File: src/rtl/cs_sel_pkg.sv
package cs_sel_pkg;

  // Mode controls shared by the level generator and the top.
  typedef struct packed {
    logic act_low;   // 1: asserted level is low, idle level is high
    logic manual;    // 1: target line copies the raw level
    logic raw_lvl;   // raw level used in manual mode
  } cs_mode_t;

  // Resting level of any line that is not being asserted.
  function automatic logic cs_idle_of(input logic act_low);
    return act_low;
  endfunction

  // Level wanted on the target line.
  function automatic logic cs_target_level(input cs_mode_t mode, input logic busy);
    logic lvl;
    if (mode.manual) lvl = mode.raw_lvl;
    else if (busy)   lvl = ~cs_idle_of(mode.act_low);
    else             lvl = cs_idle_of(mode.act_low);
    return lvl;
  endfunction

endpackage

File: src/rtl/cs_idx_decode.sv
module cs_idx_decode #(
  parameter int NUM_CS = 4,
  localparam int IDX_W = (NUM_CS > 1) ? $clog2(NUM_CS) : 1
) (
  input  logic [IDX_W-1:0]  idx,
  output logic [NUM_CS-1:0] sel_oh
);

  // One-hot expansion of the line index.
  for (genvar g = 0; g < NUM_CS; g++) begin : g_dec
    assign sel_oh[g] = (idx == IDX_W'(g));
  end

endmodule

File: src/rtl/cs_level_gen.sv
module cs_level_gen
  import cs_sel_pkg::*;
(
  input  cs_mode_t mode,
  input  logic     busy,
  output logic     target_lvl,
  output logic     idle_lvl
);

  always_comb begin
    target_lvl = cs_target_level(mode, busy);
    idle_lvl   = cs_idle_of(mode.act_low);
  end

endmodule

File: src/rtl/cs_pin_bank.sv
module cs_pin_bank #(
  parameter int   NUM_CS    = 4,
  parameter logic RESET_LVL = 1'b1
) (
  input  logic              clk,
  input  logic              rst_n,
  input  logic [NUM_CS-1:0] sel_oh,
  input  logic              target_lvl,
  input  logic              idle_lvl,
  output logic [NUM_CS-1:0] pins
);

  // One flop per line; the selected line takes the target level,
  // every other line its resting level, all on the same edge.
  for (genvar g = 0; g < NUM_CS; g++) begin : g_pin
    always_ff @(posedge clk or negedge rst_n) begin
      if (!rst_n)         pins[g] <= RESET_LVL;
      else if (sel_oh[g]) pins[g] <= target_lvl;
      else                pins[g] <= idle_lvl;
    end
  end

endmodule

File: src/rtl/cs_select_ctrl.sv
module cs_select_ctrl
  import cs_sel_pkg::*;
#(
  parameter int NUM_CS = 4,
  localparam int IDX_W = (NUM_CS > 1) ? $clog2(NUM_CS) : 1
) (
  input  logic              clk,
  input  logic              rst_n,
  input  logic [IDX_W-1:0]  sel_idx,
  input  logic              pol_act_low,
  input  logic              man_mode,
  input  logic              man_level,
  input  logic              xfer_busy,
  output logic [NUM_CS-1:0] cs_pins
);

  cs_mode_t          mode;
  logic [NUM_CS-1:0] sel_oh;
  logic              target_lvl;
  logic              idle_lvl;

  assign mode = '{act_low: pol_act_low, manual: man_mode, raw_lvl: man_level};

  cs_idx_decode #(.NUM_CS(NUM_CS)) u_dec (
    .idx    (sel_idx),
    .sel_oh (sel_oh)
  );

  cs_level_gen u_lvl (
    .mode       (mode),
    .busy       (xfer_busy),
    .target_lvl (target_lvl),
    .idle_lvl   (idle_lvl)
  );

  cs_pin_bank #(.NUM_CS(NUM_CS), .RESET_LVL(1'b1)) u_bank (
    .clk        (clk),
    .rst_n      (rst_n),
    .sel_oh     (sel_oh),
    .target_lvl (target_lvl),
    .idle_lvl   (idle_lvl),
    .pins       (cs_pins)
  );

  // Set after the first edge out of reset: from then on, $past inputs
  // are the ones that produced the current pin values.
  logic primed;
  always_ff @(posedge clk or negedge rst_n) begin
    if (!rst_n) primed <= 1'b0;
    else        primed <= 1'b1;
  end

  // End-to-end checks from ports to pins, one edge of latency.
  for (genvar g = 0; g < NUM_CS; g++) begin : g_chk
    assert_deselected_idle_R2: assert property (@(posedge clk) disable iff (!rst_n)
      primed && $past(sel_idx != IDX_W'(g)) |-> cs_pins[g] == $past(pol_act_low));

    assert_auto_asserted_R3: assert property (@(posedge clk) disable iff (!rst_n)
      primed && $past(sel_idx == IDX_W'(g) && !man_mode && xfer_busy)
      |-> cs_pins[g] != $past(pol_act_low));

    assert_auto_released_R4: assert property (@(posedge clk) disable iff (!rst_n)
      primed && $past(sel_idx == IDX_W'(g) && !man_mode && !xfer_busy)
      |-> cs_pins[g] == $past(pol_act_low));

    assert_manual_raw_R5: assert property (@(posedge clk) disable iff (!rst_n)
      primed && $past(sel_idx == IDX_W'(g) && man_mode)
      |-> cs_pins[g] == $past(man_level));
  end

  // At most one line away from the resting level.
  assert_single_active_R7: assert property (@(posedge clk) disable iff (!rst_n)
    primed |-> $countones(cs_pins ^ {NUM_CS{$past(pol_act_low)}}) <= 1);

  // Before the first loaded edge the pins hold the reset value.
  assert_reset_high_R1: assert property (@(posedge clk) disable iff (!rst_n)
    !primed |-> cs_pins == {NUM_CS{1'b1}});

endmodule

File: config.mk
export PLATFORM = sky130hd
export DESIGN_NAME = cs_select_ctrl
export DESIGN_NICKNAME = d
export VERILOG_FILES = /design/src/rtl/cs_sel_pkg.sv /design/src/rtl/cs_idx_decode.sv /design/src/rtl/cs_level_gen.sv /design/src/rtl/cs_pin_bank.sv /design/src/rtl/cs_select_ctrl.sv
export SDC_FILE = /design/constraint.sdc
export NUM_CORES = 1
export LEC_CHECK = 0
export ABC_AREA = 1
export BUFFER_PORTS_ARGS = -buffer_cell sky130_fd_sc_hd__buf_2
export CORE_AREA = 2 2 39 41
export CTS_BUF_LIST = sky130_fd_sc_hd__clkbuf_2 sky130_fd_sc_hd__clkbuf_4 sky130_fd_sc_hd__clkbuf_8
export CTS_CLUSTER_DIAMETER = 40
export DETAILED_ROUTE_END_ITERATION = 8
export DIE_AREA = 0 0 41 43
export PLACE_DENSITY = 0.43
export SYNTH_ARGS = -nofsm -noshare
export SYNTH_HDL_FRONTEND = slang
export SYNTH_SLANG_ARGS = --single-unit
File: constraint.sdc
create_clock -name clk -period 1.53 [get_ports clk]
set_input_delay 0.0765 -clock clk [delete_from_list [all_inputs] [get_ports clk]]
set_output_delay 0.0765 -clock clk [all_outputs]
set_load 0.05 [all_outputs]
==> impl_metrics.yaml <==
yosys:
  syn_area_um2: 225
  synth-seq-area-share_pct: 46.7
  synth_cell_types: 10
  avgSynthCellArea_um2: 7.51
  syn_inst: 30
  yosysWarningCount: 0
  ys_ff_latch: 4
  synth_fp_nets: 38
run:
  maxCapViolations: 0
cells_and_area:
  multiInputGateArea_um2: 97.6
  fillers: 156
  n_antenna_cell: 0
  top_regs: "u_bank.pins: 4 flops"
  drive_above_1_share_pct: 48.9
  fin_nets: 55
  syn_to_final_growth_pct: 47.8
  stdcell_area_um2: 333
  top_register: "u_bank.pins"
  final-seq-area_um2: 105
  largest_register_ffs: 4
clock_tree:
  cts_max_level: 1
  clkSinkCount: 4
  path_clk_slew_ns: 0.04
  cts_buffers: 3
  cts_root_buf: "clkbuf_4"
  clock_path_buffers: 2
  cts_tree: "done"
  post_cts_buffers: 0
critical_path:
  critPathMaxFanout: 1
  slowest_delay_ns: 0.50
  cp.arrival_ns: 0.98
  cp_top_family: "flip-flops"
  critPathSlowestCell: "dfstp_2"
  worstSetupEndpointType: "output pin"
  cp-start-kind: "flop"
  crit_required_ns: 1.45
  worstPathCellList: "buf_2"
  worstSetupPathType: "reg -> out"
  worstPathBufferInverterCount: 1
drt:
  vias_per_cell: 3.62
  dr.pass1.iters: 3
  avgRoutedWirePerCell_um: 7.18
  vias: 221
  drc: 0
  drt_iter0_drc: 1
  drt_wl_total_um: 438
  ant_nets: 0
floorplan:
  core_mm2: 0.00138
  fp.dieArea_mm2: 0.00176
  io_pins: 12
  chipWidth_um: 41
  rows: 14
  initial_core_util_pct: 16.3
  die_h_um: 43
min_path:
  whs_path_depth: 3
  worstHoldStart: "pol_act_low"
  holdPathEnd: "u_bank.pins[3]"
  hp-class: "in -> reg"
pwr:
  p_per_area_mw_per_mm2: 1010
  peakVddDrop_mv: 0.142
  p_leak_nw: 0.186
  power.total_mw: 0.335
timing:
  tns_ns: 0
  drv_slew: 0
  post-route-min-period_ns: 1.06
  relSlewSlack_pct: 83.6
  hold_violations: 0
  min_period_over_period_pct: 69.1
  timing.hold.ws_ns: 0.0997
  setup_viol: 0
  rsz0062_at_grt: "false"
  tightest_slew_ns: 0.248
  fmax_mhz: 946
placement:
  postPlaceCellArea_um2: 300
  port_buffers: 11
  gp_congestion: 0.701
  dp.final_hpwl_um: 369
global_routing:
  overflow: 0
  grt_antenna_before_repair: 0
  grt_pass1_vias: 186
  gr-usage-all-layers_pct: 6.51
  grt_max_degree: 7
  grt_pass1_wl_um: 696
run_status:
  status: "complete, no violations"
[cell usage after synthesis]
cell type / count / area, µm²
dfstp_2: 4 / 105
inv_1: 5 / 18.8
inv_2: 1 / 3.75
nand2_1: 7 / 26.3
nand2_2: 1 / 6.26
nand3_1: 4 / 20.0
nand3_2: 1 / 10.0
nor2_1: 3 / 11.3
o21ai_0: 3 / 15.0
or2_4: 1 / 8.76
[stage by stage]
step / std cells / utilization (%) / setup slack, ns
3_3_place_gp: 57 / 21.7 / 0.718
5_1_grt: 61 / 24.1 / 0.429
3_5_place_dp: 57 / 21.7 / 0.713
2_1_floorplan: 30 / - / 0.798
4_1_cts: 61 / 24.1 / 0.460
6_report: 61 / 24.1 / 0.473
[what timing repair did]
| action | 4_1_cts | 5_1_grt |
|---|---|---|
| hold buffers | 1 | 0 |
| gates resized for setup | 0 | 0 |
| hold endpoints to repair | 4 | 0 |
[kinds of logic (layout without fill, tap and decap cells)]
| kind of cell | after synthesis | in the layout | share of synthesized area [%] |
|---|---|---|---|
| simple gates | 17 | 17 | 36.7 |
| compound gates | 3 | 3 | 6.66 |
| flops | 4 | 4 | 46.7 |
| buf+inv | 6 | 21 | 10.0 |
[power by group]
group          total (mW)  internal (mW)  switching, mW
clock network       0.127         0.0875         0.0398
logic              0.0848         0.0251         0.0597
registers           0.123          0.122        0.00152
total               0.335          0.234          0.101
[cells in the final DEF, fill, tap and decap left out, drive strengths merged]
master,n
buf,11
nand2,8
o21ai,3
nor2,3
dfstp,4
or2,1
clkbuf,3
inv,6
nand3,5
dlygate4sd3,1
[cell type report]
class | instances | share of cell area (%)
sequential | 4 | 31.6
clock buffer | 3 | 6.77
timing repair buffer | 12 | 19.5
inverter | 6 | 6.77
tap | 16 | 6.02
multi-input combinational | 20 | 29.3
[worst max path at each step]
stage,startpoint,endpoint,slack [ns],cells past startpoint
after global placement,u_bank.pins[0],cs_pins[0],0.72,1
after CTS,u_bank.pins[0],cs_pins[0],0.46,1
after global routing,u_bank.pins[0],cs_pins[0],0.43,1
final,u_bank.pins[0],cs_pins[0],0.47,1
after floorplan,u_bank.pins[0],cs_pins[0],0.80,0
after detailed placement,u_bank.pins[0],cs_pins[0],0.71,1
[per-layer routing]
metal	track usage [%]	wire, µm	vias to the layer above
li1	-	-	122
met1	7.35	179	90
met2	7.50	215	9
met3	1.57	43	0
met4	10.0	0	0
met5	0	0	-
Power figures use the tool's default switching activity.
